===== config.mk =====
export PLATFORM = sky130hd
export DESIGN_NAME = cond_xfer_seq
export DESIGN_NICKNAME = d
export VERILOG_FILES = /design/src/rtl/cxs_pkg.sv /design/src/rtl/cxs_cond_eval.sv /design/src/rtl/cxs_stack_port.sv /design/src/rtl/cond_xfer_seq.sv
export SDC_FILE = /design/constraint.sdc
export NUM_CORES = 1
export LEC_CHECK = 0
export CAP_MARGIN = 15
export CORE_UTILIZATION = 30
export CTS_CLUSTER_DIAMETER = 60
export DETAILED_ROUTE_END_ITERATION = 8
export SETUP_SLACK_MARGIN = 0.15
export SLEW_MARGIN = 40
export SYNTH_ARGS = -nofsm -noshare
export SYNTH_HDL_FRONTEND = slang
export SYNTH_SLANG_ARGS = --single-unit

===== constraint.sdc =====
create_clock -name clk -period 7.33 [get_ports clk]
set_clock_uncertainty 0.15 [all_clocks]
set_input_delay 1.466 -clock clk [delete_from_list [all_inputs] [get_ports clk]]
set_output_delay 1.466 -clock clk [all_outputs]
set_load 0.005 [all_outputs]

===== src/rtl/cxs_pkg.sv =====
package cxs_pkg;
  typedef enum logic [1:0] {
    OP_JUMP = 2'd0,
    OP_CALL = 2'd1,
    OP_RET  = 2'd2,
    OP_RSVD = 2'd3
  } xfer_op_e;

  typedef enum logic {
    ST_IDLE  = 1'b0,
    ST_STACK = 1'b1
  } seq_state_e;

  typedef struct packed {
    logic s;
    logic z;
    logic v;
    logic c;
  } flags_t;
endpackage


===== src/rtl/cxs_cond_eval.sv =====
module cxs_cond_eval
  import cxs_pkg::*;
(
  input  logic [3:0] cond_i,
  input  flags_t     flags_i,
  output logic       true_o
);
  logic       lt;
  logic [7:0] base;

  // The upper eight selectors are the negation of the lower eight.
  always_comb begin
    lt      = flags_i.s ^ flags_i.v;
    base[0] = 1'b0;
    base[1] = lt;
    base[2] = lt | flags_i.z;
    base[3] = flags_i.c | flags_i.z;
    base[4] = flags_i.v;
    base[5] = flags_i.s;
    base[6] = flags_i.z;
    base[7] = flags_i.c;
    true_o  = base[cond_i[2:0]] ^ cond_i[3];
  end
endmodule


===== src/rtl/cxs_stack_port.sv =====
module cxs_stack_port #(
  parameter int              W        = 32,
  parameter int              STEP     = 4,
  parameter logic [W-1:0]    SP_RESET = 32'h0000_8000
) (
  input  logic         clk,
  input  logic         rst_n,
  input  logic         push_i,
  input  logic         pop_i,
  input  logic [W-1:0] push_data_i,
  output logic         stk_valid_o,
  output logic         stk_write_o,
  output logic [W-1:0] stk_addr_o,
  output logic [W-1:0] stk_wdata_o,
  input  logic         stk_ready_i,
  output logic         accept_o
);
  localparam logic [W-1:0] STEP_W = W'(STEP);

  logic [W-1:0] sp_q;
  logic         vld_q;
  logic         wr_q;
  logic [W-1:0] addr_q;
  logic [W-1:0] wdata_q;

  assign accept_o    = vld_q & stk_ready_i;
  assign stk_valid_o = vld_q;
  assign stk_write_o = wr_q;
  assign stk_addr_o  = addr_q;
  assign stk_wdata_o = wdata_q;

  always_ff @(posedge clk) begin
    if (!rst_n) begin
      sp_q    <= SP_RESET;
      vld_q   <= 1'b0;
      wr_q    <= 1'b0;
      addr_q  <= '0;
      wdata_q <= '0;
    end else if (accept_o) begin
      vld_q <= 1'b0;
      if (wr_q) sp_q <= addr_q;
      else      sp_q <= sp_q + STEP_W;
    end else if (push_i) begin
      vld_q   <= 1'b1;
      wr_q    <= 1'b1;
      addr_q  <= sp_q - STEP_W;
      wdata_q <= push_data_i;
    end else if (pop_i) begin
      vld_q   <= 1'b1;
      wr_q    <= 1'b0;
      addr_q  <= sp_q;
      wdata_q <= '0;
    end
  end
endmodule


===== src/rtl/cond_xfer_seq.sv =====
module cond_xfer_seq
  import cxs_pkg::*;
#(
  parameter int           W        = 32,
  parameter int           CYC_W    = 4,
  parameter int           SP_STEP  = 4,
  parameter logic [W-1:0] PC_RESET = 32'h0000_1000,
  parameter logic [W-1:0] SP_RESET = 32'h0000_8000,
  parameter int           CYC_JUMP = 9,
  parameter int           CYC_XFER = 12,
  parameter int           CYC_SKIP = 6
) (
  input  logic             clk,
  input  logic             rst_n,
  input  logic             start_i,
  input  logic [1:0]       op_i,
  input  logic [3:0]       cond_i,
  input  logic [W-1:0]     target_i,
  input  logic             flag_s_i,
  input  logic             flag_z_i,
  input  logic             flag_v_i,
  input  logic             flag_c_i,
  output logic [W-1:0]     pc_o,
  output logic             done_o,
  output logic [CYC_W-1:0] cycles_o,
  output logic             stk_valid_o,
  output logic             stk_write_o,
  output logic [W-1:0]     stk_addr_o,
  output logic [W-1:0]     stk_wdata_o,
  input  logic             stk_ready_i,
  input  logic [W-1:0]     stk_rdata_i
);
  localparam logic [CYC_W-1:0] C_JUMP = CYC_W'(CYC_JUMP);
  localparam logic [CYC_W-1:0] C_XFER = CYC_W'(CYC_XFER);
  localparam logic [CYC_W-1:0] C_SKIP = CYC_W'(CYC_SKIP);

  seq_state_e       state_q;
  logic [W-1:0]     pc_q;
  logic [W-1:0]     tgt_q;
  logic             is_call_q;
  logic             done_q;
  logic [CYC_W-1:0] cyc_q;

  flags_t   flg;
  xfer_op_e op;
  logic     cond_true;
  logic     start_ok;
  logic     taken;
  logic     push_req;
  logic     pop_req;
  logic     accept;

  assign flg      = '{s: flag_s_i, z: flag_z_i, v: flag_v_i, c: flag_c_i};
  assign op       = xfer_op_e'(op_i);
  assign start_ok = start_i && (state_q == ST_IDLE);
  assign taken    = cond_true && (op != OP_RSVD);
  assign push_req = start_ok && taken && (op == OP_CALL);
  assign pop_req  = start_ok && taken && (op == OP_RET);

  cxs_cond_eval u_cond (
    .cond_i  (cond_i),
    .flags_i (flg),
    .true_o  (cond_true)
  );

  cxs_stack_port #(
    .W        (W),
    .STEP     (SP_STEP),
    .SP_RESET (SP_RESET)
  ) u_stack (
    .clk         (clk),
    .rst_n       (rst_n),
    .push_i      (push_req),
    .pop_i       (pop_req),
    .push_data_i (pc_q),
    .stk_valid_o (stk_valid_o),
    .stk_write_o (stk_write_o),
    .stk_addr_o  (stk_addr_o),
    .stk_wdata_o (stk_wdata_o),
    .stk_ready_i (stk_ready_i),
    .accept_o    (accept)
  );

  always_ff @(posedge clk) begin
    if (!rst_n) begin
      state_q   <= ST_IDLE;
      pc_q      <= PC_RESET;
      tgt_q     <= '0;
      is_call_q <= 1'b0;
      done_q    <= 1'b0;
      cyc_q     <= '0;
    end else begin
      done_q <= 1'b0;
      unique case (state_q)
        ST_IDLE: begin
          if (start_ok) begin
            if (!taken) begin
              done_q <= 1'b1;
              cyc_q  <= C_SKIP;
            end else if (op == OP_JUMP) begin
              pc_q   <= target_i;
              done_q <= 1'b1;
              cyc_q  <= C_JUMP;
            end else begin
              state_q   <= ST_STACK;
              tgt_q     <= target_i;
              is_call_q <= (op == OP_CALL);
            end
          end
        end
        ST_STACK: begin
          if (accept) begin
            pc_q    <= is_call_q ? tgt_q : stk_rdata_i;
            done_q  <= 1'b1;
            cyc_q   <= C_XFER;
            state_q <= ST_IDLE;
          end
        end
        default: state_q <= ST_IDLE;
      endcase
    end
  end

  assign pc_o     = pc_q;
  assign done_o   = done_q;
  assign cycles_o = cyc_q;
endmodule


After elaboration in Yosys (flattened, before gate mapping)
Cells that the tools add are included.

word-level totals
  bits in registers = 169
  latch bits = 0
  memory bits (writable) = 0
  memory bits (read-only) = 0
  output and inout port bits = 103
  memories kept = 0

cells by class
  add/sub/neg operators = 2
  $mul = 0
  divide/modulo/power cells = 0
  order comparisons = 1
  equality and inequality tests = 8
  shifts and indexed selects = 0
  mux-type cells = 32
  bitwise gates (word level) = 9
  reduce and logical (&&, ||, !) cells = 12

operators with widths
  operator                                                               count
  32-bit 2-to-1 mux                                                      10
  32-bit case mux with 2 select lines                                    1
  32-bit by 3-bit adder with 32-bit output, second input constant        1
  32-bit by 3-bit subtractor with 32-bit output, second input constant   1
  4-bit 2-to-1 mux                                                       4
  1-bit 2-to-1 mux                                                       13
  4-bit case mux with 2 select lines                                     1
  4-bit AND reduction                                                    2
  2-bit != test, second input constant                                   3
  1-bit logical AND                                                      5
  3-bit by 4-bit < comparator with 1-bit output, second input constant   1
  2-bit by 1-bit != test with 1-bit output, second input constant        2
  1-bit inverter                                                         4
  1-bit case mux with 2 select lines                                     2
  1-bit binary-select mux with 3-bit select                              1
  3-bit by 2-bit != test with 1-bit output, second input constant        1
  3-bit AND reduction                                                    1
  2-bit by 1-bit equality test with 1-bit output, second input constant  1
  2-bit equality test, second input constant                             1
  2-bit logical NOT                                                      1
  1-bit bitwise OR                                                       2
  2-bit AND reduction                                                    1
  2-bit nonzero test                                                     1
  2-bit OR reduction                                                     1
  other kinds (2)                                                        3

Logic depth before layout (Yosys ltp)
Gate-level depths: netlist (run 1).

  depth after elaboration = 10
  gate-level depth with buffers = 9

Cells and area by module
Synthesis (run 1) repeated with hierarchy kept, for this count alone.

unflattened totals
  cell total of the unflattened synthesis = 1038
  area, all modules = 8769.7 um^2

by module, submodules not included
  module          times used  cells an instance  area each (um^2)  seq. area each (um^2)
  cxs_stack_port  1           640                5127.4            1961.9
  cond_xfer_seq   1           388                3557.2            1421.4
  cxs_cond_eval   1           10                 85.1              0.0

Worst setup path before layout (run 1)
OpenSTA, ideal clock, no wires.

  path type = input to register
  from = input cond_i[1]
  to = register tgt_q[10]
  library setup time = 128 ps
  arrival = 3147 ps
  required time = 7052 ps
  path slack = 3906 ps
  stages on the path = 8
  cell sequence = mux2_2 > o22ai_1 > o21ai_0 > a211oi_1 > buf_2 > buf_2 > mux2i_1 > nor2_1

on the way
  cells in the longest elaborated chain, start to end = 5

RTL lines
  item                                       line                  RTL
  start, declared                            cond_xfer_seq.sv:17   input logic [3:0] cond_i,
  1-bit binary-select mux with 3-bit select  cxs_cond_eval.sv:22   true_o = base[cond_i[2:0]] ^ cond_i[3];
  1-bit 2-to-1 mux (not written as such)     cxs_cond_eval.sv:22
  1-bit bitwise XOR                          cxs_cond_eval.sv:22
  1-bit logical AND                          cond_xfer_seq.sv:56   assign taken = cond_true && (op != OP_RSVD);
  4-bit AND reduction (no source line)       --
  end signal, assigned                       cond_xfer_seq.sv:106  tgt_q <= target_i;
  end, declared                              cond_xfer_seq.sv:39   logic [W-1:0] tgt_q;

Every way passes these cells. The select of a mux whose other input is x is not followed.
A chain may end at the register's enable or synchronous reset.

Final worst setup path (run 1)
  from = input cond_i[1]
  to = register tgt_q[16]

The elaborated chain is that of the path after synthesis.

==> results.toml, run 1 <==
[global_routing]
grt_first_pass_wirelength_um = 43010
first_global_vias = 7439
antenna_found_initial = 2
grt_start_max_net_pins = 97
grt-ovfl-total = 0
globalRouteTotalUtil_pct = 19.20

[power_and_ir_drop]
power-per-cell-area_nw_per_um2 = 211.3
p_leak_nw = 3.501
vdd_ir_drop_max_uv = 131.3

[synthesis]
synth_largest_area_cell = "sky130_fd_sc_hd__dfxtp_1"
count_of_flip_flops_with_a_built_in_enable_after_synthesis = 0
primary_flip_flop_cell_chosen_by_synthesis_mapping = "sky130_fd_sc_hd__dfxtp_1"
synth-adder-area-share_pct = 0.2982
post_synthesis_sequential_area_ratio_pct = 40.32
cell_count_after_synthesis = 1017
top_cells_by_area_in_the_synthesized_netlist = "sky130_fd_sc_hd__dfxtp_1 (40%), sky130_fd_sc_hd__mux2i_1 (9.2%), sky130_fd_sc_hd__nand3_1 (6.9%)"
cell_with_the_most_instances_after_synthesis = "sky130_fd_sc_hd__dfxtp_1"
postSynthAreaPerCell_um2 = 8.250
yosys.cell_types.count = 61
yosys_warnings = 0
synth-xor-area-share_pct = 2.818
syn-cell-area_um2 = 8391
largest_family_of_logic_cells_by_synthesized_area = "compound AO/OA/AOI/OAI gates"
yosys_register_bits = 169
commonest_cells_in_the_synthesized_netlist = "sky130_fd_sc_hd__dfxtp_1 (169), sky130_fd_sc_hd__nand3_1 (116), sky130_fd_sc_hd__a21oi_1 (107), sky130_fd_sc_hd__clkbuf_1 (82)"
post_synth_and_or_nand_nor_area_fraction_pct = 19.65
synthesis.nets = 1097
post_synthesis_compound_gate_area_fraction_pct = 21.50
synth_largest_type_area_fraction_pct = 40.32
post_synth_arst_share_pct = 0
synthMuxAreaShare_pct = 9.723

[floorplan]
design.die.area_um2 = 28640
floorplan.initialDensity_pct = 30.87
ios = 181
fp-row-count = 60
die_w_um = 169.2
core-area_um2 = 27180
die_y_um = 169.2

[clock_network]
cts_root_buffer_type = "sky130_fd_sc_hd__clkbuf_16"
cts_tree = "done"
cts.clk_slew.worst_paths_ns = 0.07
post_cts.resized_instances = 0
clock_path_buffers = 2
htreeDepth = 4
clkSinkCount = 169
postCtsHoldBufs = 0
number_of_buffers_inserted_during_clock_tree_synthesis = 17
cts_post_setup_buffers_inserted = 0
worstSkewPairLatency_ns = 0.44

[layout]
fin_util_pct = 40.70
layout-area-overhead-vs-synth_pct = 31.82
layout-drive-gt1-share_pct = 6.167
number_of_nets_at_the_end_of_the_flow = 1202
fillers = 2808
register_area_um2 = 3388
multiInputGateArea_um2 = 4573

[timing]
final_min_period_over_clock_period_pct = 55.75
setup_repair_after_global_routing_missed_its_margin = "no"
maxClockFrequency_ghz = 0.2447
post-route-min-period_ns = 4.087
slew_viol_final = 0
tightestPinTransition_ns = 0.7996
setup_viol = 0
timing.final.hold_violations = 0
timing.max_slew.rel_slack_pct = 46.70
setup_tns_ns = 0

[detailed_routing]
first_pass_iters = 5
final_routed_wire_length_divided_by_cell_count_um = 18.36
antenna_violating_nets_post_route = 0
drt-vias-per-instance = 5.361
drt_drc_violations_left = 0
drt_first_iter_violations = 697
wire_length_reported_by_the_detailed_router_um = 27680
vias = 8085

[worst_hold_path]
class_of_the_tightest_hold_or_removal_check = "register to register"

[place]
last_weighted_congestion_value_of_the_routability_driven_placer = 0.8032
dpl_hpwl_um = 17660
port_buffers = 180

[run_status]
status = "completed"

[setup_path]
worstSetupPathType = "primary input to register"
worst-path-max-fanout = 35
data_required_time_of_the_worst_path_ns = 7.47
critical_path.endpoint_type = "register"
timing.critical_path.from_type = "primary input"
critical_path_arrival_ns = 4.23

[job]
max_cap_viol_count = 0
-- registers in the layout, summed over array words and instances, names as in the netlist --
name,count
u_stack.stk_wdata_o,32
u_stack.stk_addr_o,32
state_q,1
pc_o,32
tgt_q,32
u_stack.sp_q,32
u_stack.stk_valid_o,1
cycles_o,4
done_o,1
u_stack.stk_write_o,1
is_call_q,1
-- per-layer routing --
| layer | up-vias | part of all wire, % | GRT usage [%] |
|---|---|---|---|
| met5 | - | 0.047 | 0 |
| met4 | 2 | 3.5 | 8.186 |
| met3 | 44 | 7.5 | 6.087 |
| met2 | 286 | 46 | 29.79 |
| met1 | 3805 | 43 | 24.43 |
| li1 | 3948 | - | - |
-- cells by family (layout without fill, tap and decap cells) --
group           after synthesis  after routing
other cells                   0              1
xor+xnor                     27             27
fa+ha+maj                     2              2
mux                          81             81
buf+inv                     119            237
compound gates              282            282
flops                       169            169
simple gates                337            337
-- power breakdown --
| group | switching [W] | internal [W] |
|---|---|---|
| Combinational | 0.000162 | 0.000147 |
| Sequential | 0.0000460 | 0.000956 |
| Clock | 0.000435 | 0.000592 |
-- area by class of cell --
type,instances,share of cell area (%)
multi-input cells,729,41.35
flip-flops and latches,169,30.63
repair buffers,194,17.27
well taps,372,4.208
clock buffers,17,3.846
clock inverters,15,2.274
inverters,11,0.3959
diodes,1,0.02262
-- worst max-delay path, stage by stage --
cell	delay, ns
sky130_fd_sc_hd__clkdlybuf4s50_1	0.57
sky130_fd_sc_hd__mux2_2	0.37
sky130_fd_sc_hd__o22ai_1	0.41
sky130_fd_sc_hd__o21ai_0	0.25
sky130_fd_sc_hd__a211oi_4	0.23
sky130_fd_sc_hd__buf_4	0.58
sky130_fd_sc_hd__mux2i_1	0.27
sky130_fd_sc_hd__nor2_1	0.06
-- final timing paths --
kind / end / slack, ns / start / cells past startpoint
worst max-delay path: tgt_q[16]$_SDFFE_PN0P_ / 3.24 / cond_i[1] / 8
worst min-delay path: cycles_o[2]$_SDFFE_PN0P_ / 0.31 / cycles_o[2]$_SDFFE_PN0P_ / 2
worst max register to register: u_stack.stk_addr_o[2]$_SDFFE_PN0P_ / 4.32 / state_q$_SDFF_PN0_ / 8
worst min register to register: cycles_o[2]$_SDFFE_PN0P_ / 0.31 / cycles_o[2]$_SDFFE_PN0P_ / 2
-- layout by cell type, fill, tap and decap left out, types with 5 or more instances in the layout --
cell type / netlist / final
sky130_fd_sc_hd__and2_1: 8 / 8
sky130_fd_sc_hd__buf_4: 1 / 13
sky130_fd_sc_hd__xor2_1: 18 / 18
sky130_fd_sc_hd__o21ai_0: 54 / 54
sky130_fd_sc_hd__xnor2_1: 9 / 9
sky130_fd_sc_hd__or3_1: 8 / 8
sky130_fd_sc_hd__o2111ai_1: 12 / 12
sky130_fd_sc_hd__a211oi_1: 7 / 6
sky130_fd_sc_hd__a22oi_1: 11 / 11
sky130_fd_sc_hd__nor3_1: 17 / 17
sky130_fd_sc_hd__clkbuf_16: 0 / 17
sky130_fd_sc_hd__nor2_1: 77 / 75
sky130_fd_sc_hd__nand2_1: 64 / 63
sky130_fd_sc_hd__a221oi_1: 5 / 5
sky130_fd_sc_hd__o221ai_1: 36 / 36
sky130_fd_sc_hd__or4_1: 8 / 8
sky130_fd_sc_hd__mux2i_1: 77 / 77
sky130_fd_sc_hd__a31oi_1: 10 / 10
sky130_fd_sc_hd__inv_1: 11 / 10
sky130_fd_sc_hd__and3_1: 6 / 6
sky130_fd_sc_hd__nand4_1: 7 / 7
sky130_fd_sc_hd__dfxtp_1: 169 / 167
sky130_fd_sc_hd__nand3_1: 116 / 116
sky130_fd_sc_hd__o211ai_1: 11 / 11
sky130_fd_sc_hd__a21oi_1: 107 / 107
sky130_fd_sc_hd__clkdlybuf4s50_1: 0 / 180
-- metrics by stage --
step	hold slack [ns]	instances	power (W)	setup WS [ns]	area, µm²
6_report	0.3119	1508	0.002337	3.244	11060
5_1_grt	0.3308	1507	0.002437	3.087	11060
4_1_cts	0.3161	1507	0.002362	3.267	11060
3_5_place_dp	0.3021	1475	0.001331	2.811	10380
3_3_place_gp	0.2947	1475	0.001326	2.792	10360
2_1_floorplan	0.2860	1017	0.001182	3.906	8391
Power figures use the tool's default switching activity.
==> run 2, diff against run 1 <==
==> constraint.sdc (replaced) <==
create_clock -name clk -period 4.1 [get_ports clk]
set_clock_uncertainty 0.15 [all_clocks]
set_input_delay 0.82 -clock clk [delete_from_list [all_inputs] [get_ports clk]]
set_output_delay 0.82 -clock clk [all_outputs]
set_load 0.005 [all_outputs]
==> results.toml, run 2 (same netlist as run 1, synthesis figures left out) <==
[run_status]
status = "completed"

[timing]
tightestPinTransition_ns = 0.7744
setup_tns_ns = 0
slew_viol_final = 0
post-route-min-period_ns = 3.227
final_min_period_over_clock_period_pct = 78.70
setup_repair_after_global_routing_missed_its_margin = "no"
setup_viol = 0
timing.max_slew.rel_slack_pct = 48.37
timing.final.hold_violations = 0
maxClockFrequency_ghz = 0.3099

[place]
dpl_hpwl_um = 18250
dp_cells = 1484
port_buffers = 180
last_weighted_congestion_value_of_the_routability_driven_placer = 0.8420

[setup_path]
setup.worst_path.end = "tgt_q[18]$_SDFFE_PN0P_"
timing.critical_path.from_type = "primary input"
crit_path_max_incr_delay_ns = 0.58
timing.critical_path.cells = "clkdlybuf4s50_1, mux2_2, o22ai_1, o21ai_0, a211oi_4, buf_12, mux2i_1, nor2_1"
worstSetupPathDepth = 8
r2r_start = "u_stack.sp_q[7]$_SDFFE_PN0P_"
worst-r2r-cell-count = 6
worst-path-max-fanout = 35
worstSetupPathType = "primary input to register"
critical_path.slowest_cell = "sky130_fd_sc_hd__clkdlybuf4s50_1"
critical_path_arrival_ns = 3.37
critPathBufInv = 2
worstSetupStartpoint = "cond_i[1]"
critical_path.endpoint_type = "register"
r2r_end = "u_stack.sp_q[31]$_SDFFE_PN0P_"
data_required_time_of_the_worst_path_ns = 4.24
ff2ff_setup_slack_ns = 1.28
family_of_cells_with_the_greatest_summed_delay_on_the_critical_path = "compound AO/OA/AOI/OAI gates"

[floorplan]
die_w_um = 169.2
design.die.area_um2 = 28640
floorplan.initialDensity_pct = 30.87
fp-row-count = 60
ios = 181
die_y_um = 169.2
core-area_um2 = 27180

[detailed_routing]
wire_length_reported_by_the_detailed_router_um = 27310
antenna_violating_nets_post_route = 0
first_pass_iters = 5
final_routed_wire_length_divided_by_cell_count_um = 18.01
drt_first_iter_violations = 545
drt-vias-per-instance = 5.369
vias = 8140
drt_drc_violations_left = 0

[clock_network]
htreeDepth = 4
worstSkewPairLatency_ns = 0.43
cts.clk_slew.worst_paths_ns = 0.07
cts_tree = "done"
clock_path_buffers = 2
cts_post_setup_buffers_inserted = 0
cts_root_buffer_type = "sky130_fd_sc_hd__clkbuf_16"
number_of_buffers_inserted_during_clock_tree_synthesis = 17
postCtsHoldBufs = 0
post_cts.resized_instances = 0
clkSinkCount = 169

[global_routing]
grt_first_pass_wirelength_um = 42830
globalRouteTotalUtil_pct = 19.02
first_global_vias = 7477
grt_start_max_net_pins = 68
antenna_found_initial = 1
grt-ovfl-total = 0

[layout]
most_frequent_standard_cell_in_the_layout_excluding_fill_and_tap_cells = "sky130_fd_sc_hd__clkdlybuf4s50_1"
number_of_non_filler_instances_in_the_completed_layout = 1516
diodes = 0
fillers = 2799
number_of_nets_at_the_end_of_the_flow = 1211
mostFrequentLayoutCells = "sky130_fd_sc_hd__clkdlybuf4s50_1 (180), sky130_fd_sc_hd__dfxtp_1 (167), sky130_fd_sc_hd__nand3_1 (116)"
layout-drive-gt1-share_pct = 6.818
layout-area-overhead-vs-synth_pct = 32.08

[power_and_ir_drop]
combPwrFrac_pct = 14.0
p_leak_nw = 3.526
sequentialPowerShare_pct = 44.9
power-per-cell-area_nw_per_um2 = 360.4
vdd_ir_drop_max_uv = 246.3
clockPowerShare_pct = 41.1
sw_frac_of_total_pct = 28.49
power.net_switching_w = 0.001138
internal-power_w = 0.002856

[worst_hold_path]
class_of_the_tightest_hold_or_removal_check = "register to register"

[job]
max_cap_viol_count = 0
run 2: cell types whose count changed in the layout (fill, tap and decap cells not counted):
| cell | previous run | this run |
|---|---|---|
| sky130_fd_sc_hd__buf_12 | 0 | 4 |
| sky130_fd_sc_hd__nor2_1 | 75 | 76 |
| sky130_fd_sc_hd__nand2_8 | 1 | 0 |
| sky130_fd_sc_hd__nand2_4 | 0 | 1 |
| sky130_fd_sc_hd__inv_8 | 2 | 4 |
| sky130_fd_sc_hd__bufinv_16 | 4 | 1 |
| sky130_fd_sc_hd__buf_4 | 13 | 19 |
| sky130_fd_sc_hd__nor2_4 | 1 | 0 |
| sky130_fd_sc_hd__diode_2 | 1 | 0 |
| sky130_fd_sc_hd__clkinv_8 | 4 | 3 |
| sky130_fd_sc_hd__buf_6 | 1 | 0 |
| sky130_fd_sc_hd__clkinv_2 | 0 | 2 |
run 2: layer usage:
metal | routed length, µm | up-vias | global-route usage, %
li1 | - | 3969 | -
met1 | 11490 | 3859 | 23.76
met2 | 12950 | 269 | 30.94
met3 | 2054 | 43 | 5.807
met4 | 810 | 0 | 6.580
met5 | 0 | - | 0
run 2: worst min-delay path, stage by stage, from the launching register on:
cell,delay (ns)
sky130_fd_sc_hd__dfxtp_1,0.31
sky130_fd_sc_hd__nand2_1,0.05
sky130_fd_sc_hd__a21oi_1,0.05
run 2: final cells by class:
cell class                 instances  area [µm²]  area share (%)
clock inverter                    15       177.7           1.603
timing repair buffer             203        2024           18.27
inverter                          11       43.79          0.3952
multi-input combinational        729        4557           41.12
sequential                       169        3388           30.57
tap                              372       465.4           4.200
clock buffer                      17       425.4           3.839
run 2: stage by stage:
| stage | hold WS [ns] | total power, W | setup slack [ns] | util (%) | instance area (µm²) |
|---|---|---|---|---|---|
| detailed placement | 0.3008 | 0.002389 | 0.4299 | 38.56 | 10480 |
| CTS | 0.3103 | 0.004030 | 0.8856 | 40.78 | 11080 |
| global placement | 0.2931 | 0.002382 | 0.4745 | 38.55 | 10480 |
| floorplan | 0.2860 | 0.002112 | 1.322 | - | 8391 |
| finish | 0.3070 | 0.003994 | 0.8732 | 40.78 | 11080 |
| global route | 0.3378 | 0.004174 | 0.6956 | 40.78 | 11080 |
run 2: worst min-delay path by stage:
stage	start	to	slack (ns)	cells past startpoint
2_1_floorplan	u_stack.sp_q[0]$_SDFFE_PN0P_	u_stack.sp_q[0]$_SDFFE_PN0P_	0.29	2
3_3_place_gp	u_stack.sp_q[1]$_SDFFE_PN0P_	u_stack.sp_q[1]$_SDFFE_PN0P_	0.29	2
3_5_place_dp	u_stack.sp_q[0]$_SDFFE_PN0P_	u_stack.sp_q[0]$_SDFFE_PN0P_	0.30	2
4_1_cts	u_stack.sp_q[0]$_SDFFE_PN0P_	u_stack.sp_q[0]$_SDFFE_PN0P_	0.31	2
5_1_grt	u_stack.stk_wdata_o[1]$_SDFFE_PN0P_	u_stack.stk_wdata_o[1]$_SDFFE_PN0P_	0.34	2
6_report	u_stack.sp_q[0]$_SDFFE_PN0P_	u_stack.sp_q[0]$_SDFFE_PN0P_	0.31	2
run 2: power by group through the flow:
| stage | sequential (W) | combinational (W) | clock [W] |
|---|---|---|---|
| 3_5_place_dp | 0.00183 | 0.000560 | 0 |
| 4_1_cts | 0.00179 | 0.000562 | 0.00168 |
| 5_1_grt | 0.00180 | 0.000610 | 0.00176 |
| 3_3_place_gp | 0.00183 | 0.000553 | 0 |
| 6_report | 0.00179 | 0.000561 | 0.00164 |
| 2_1_floorplan | 0.00179 | 0.000324 | 0 |
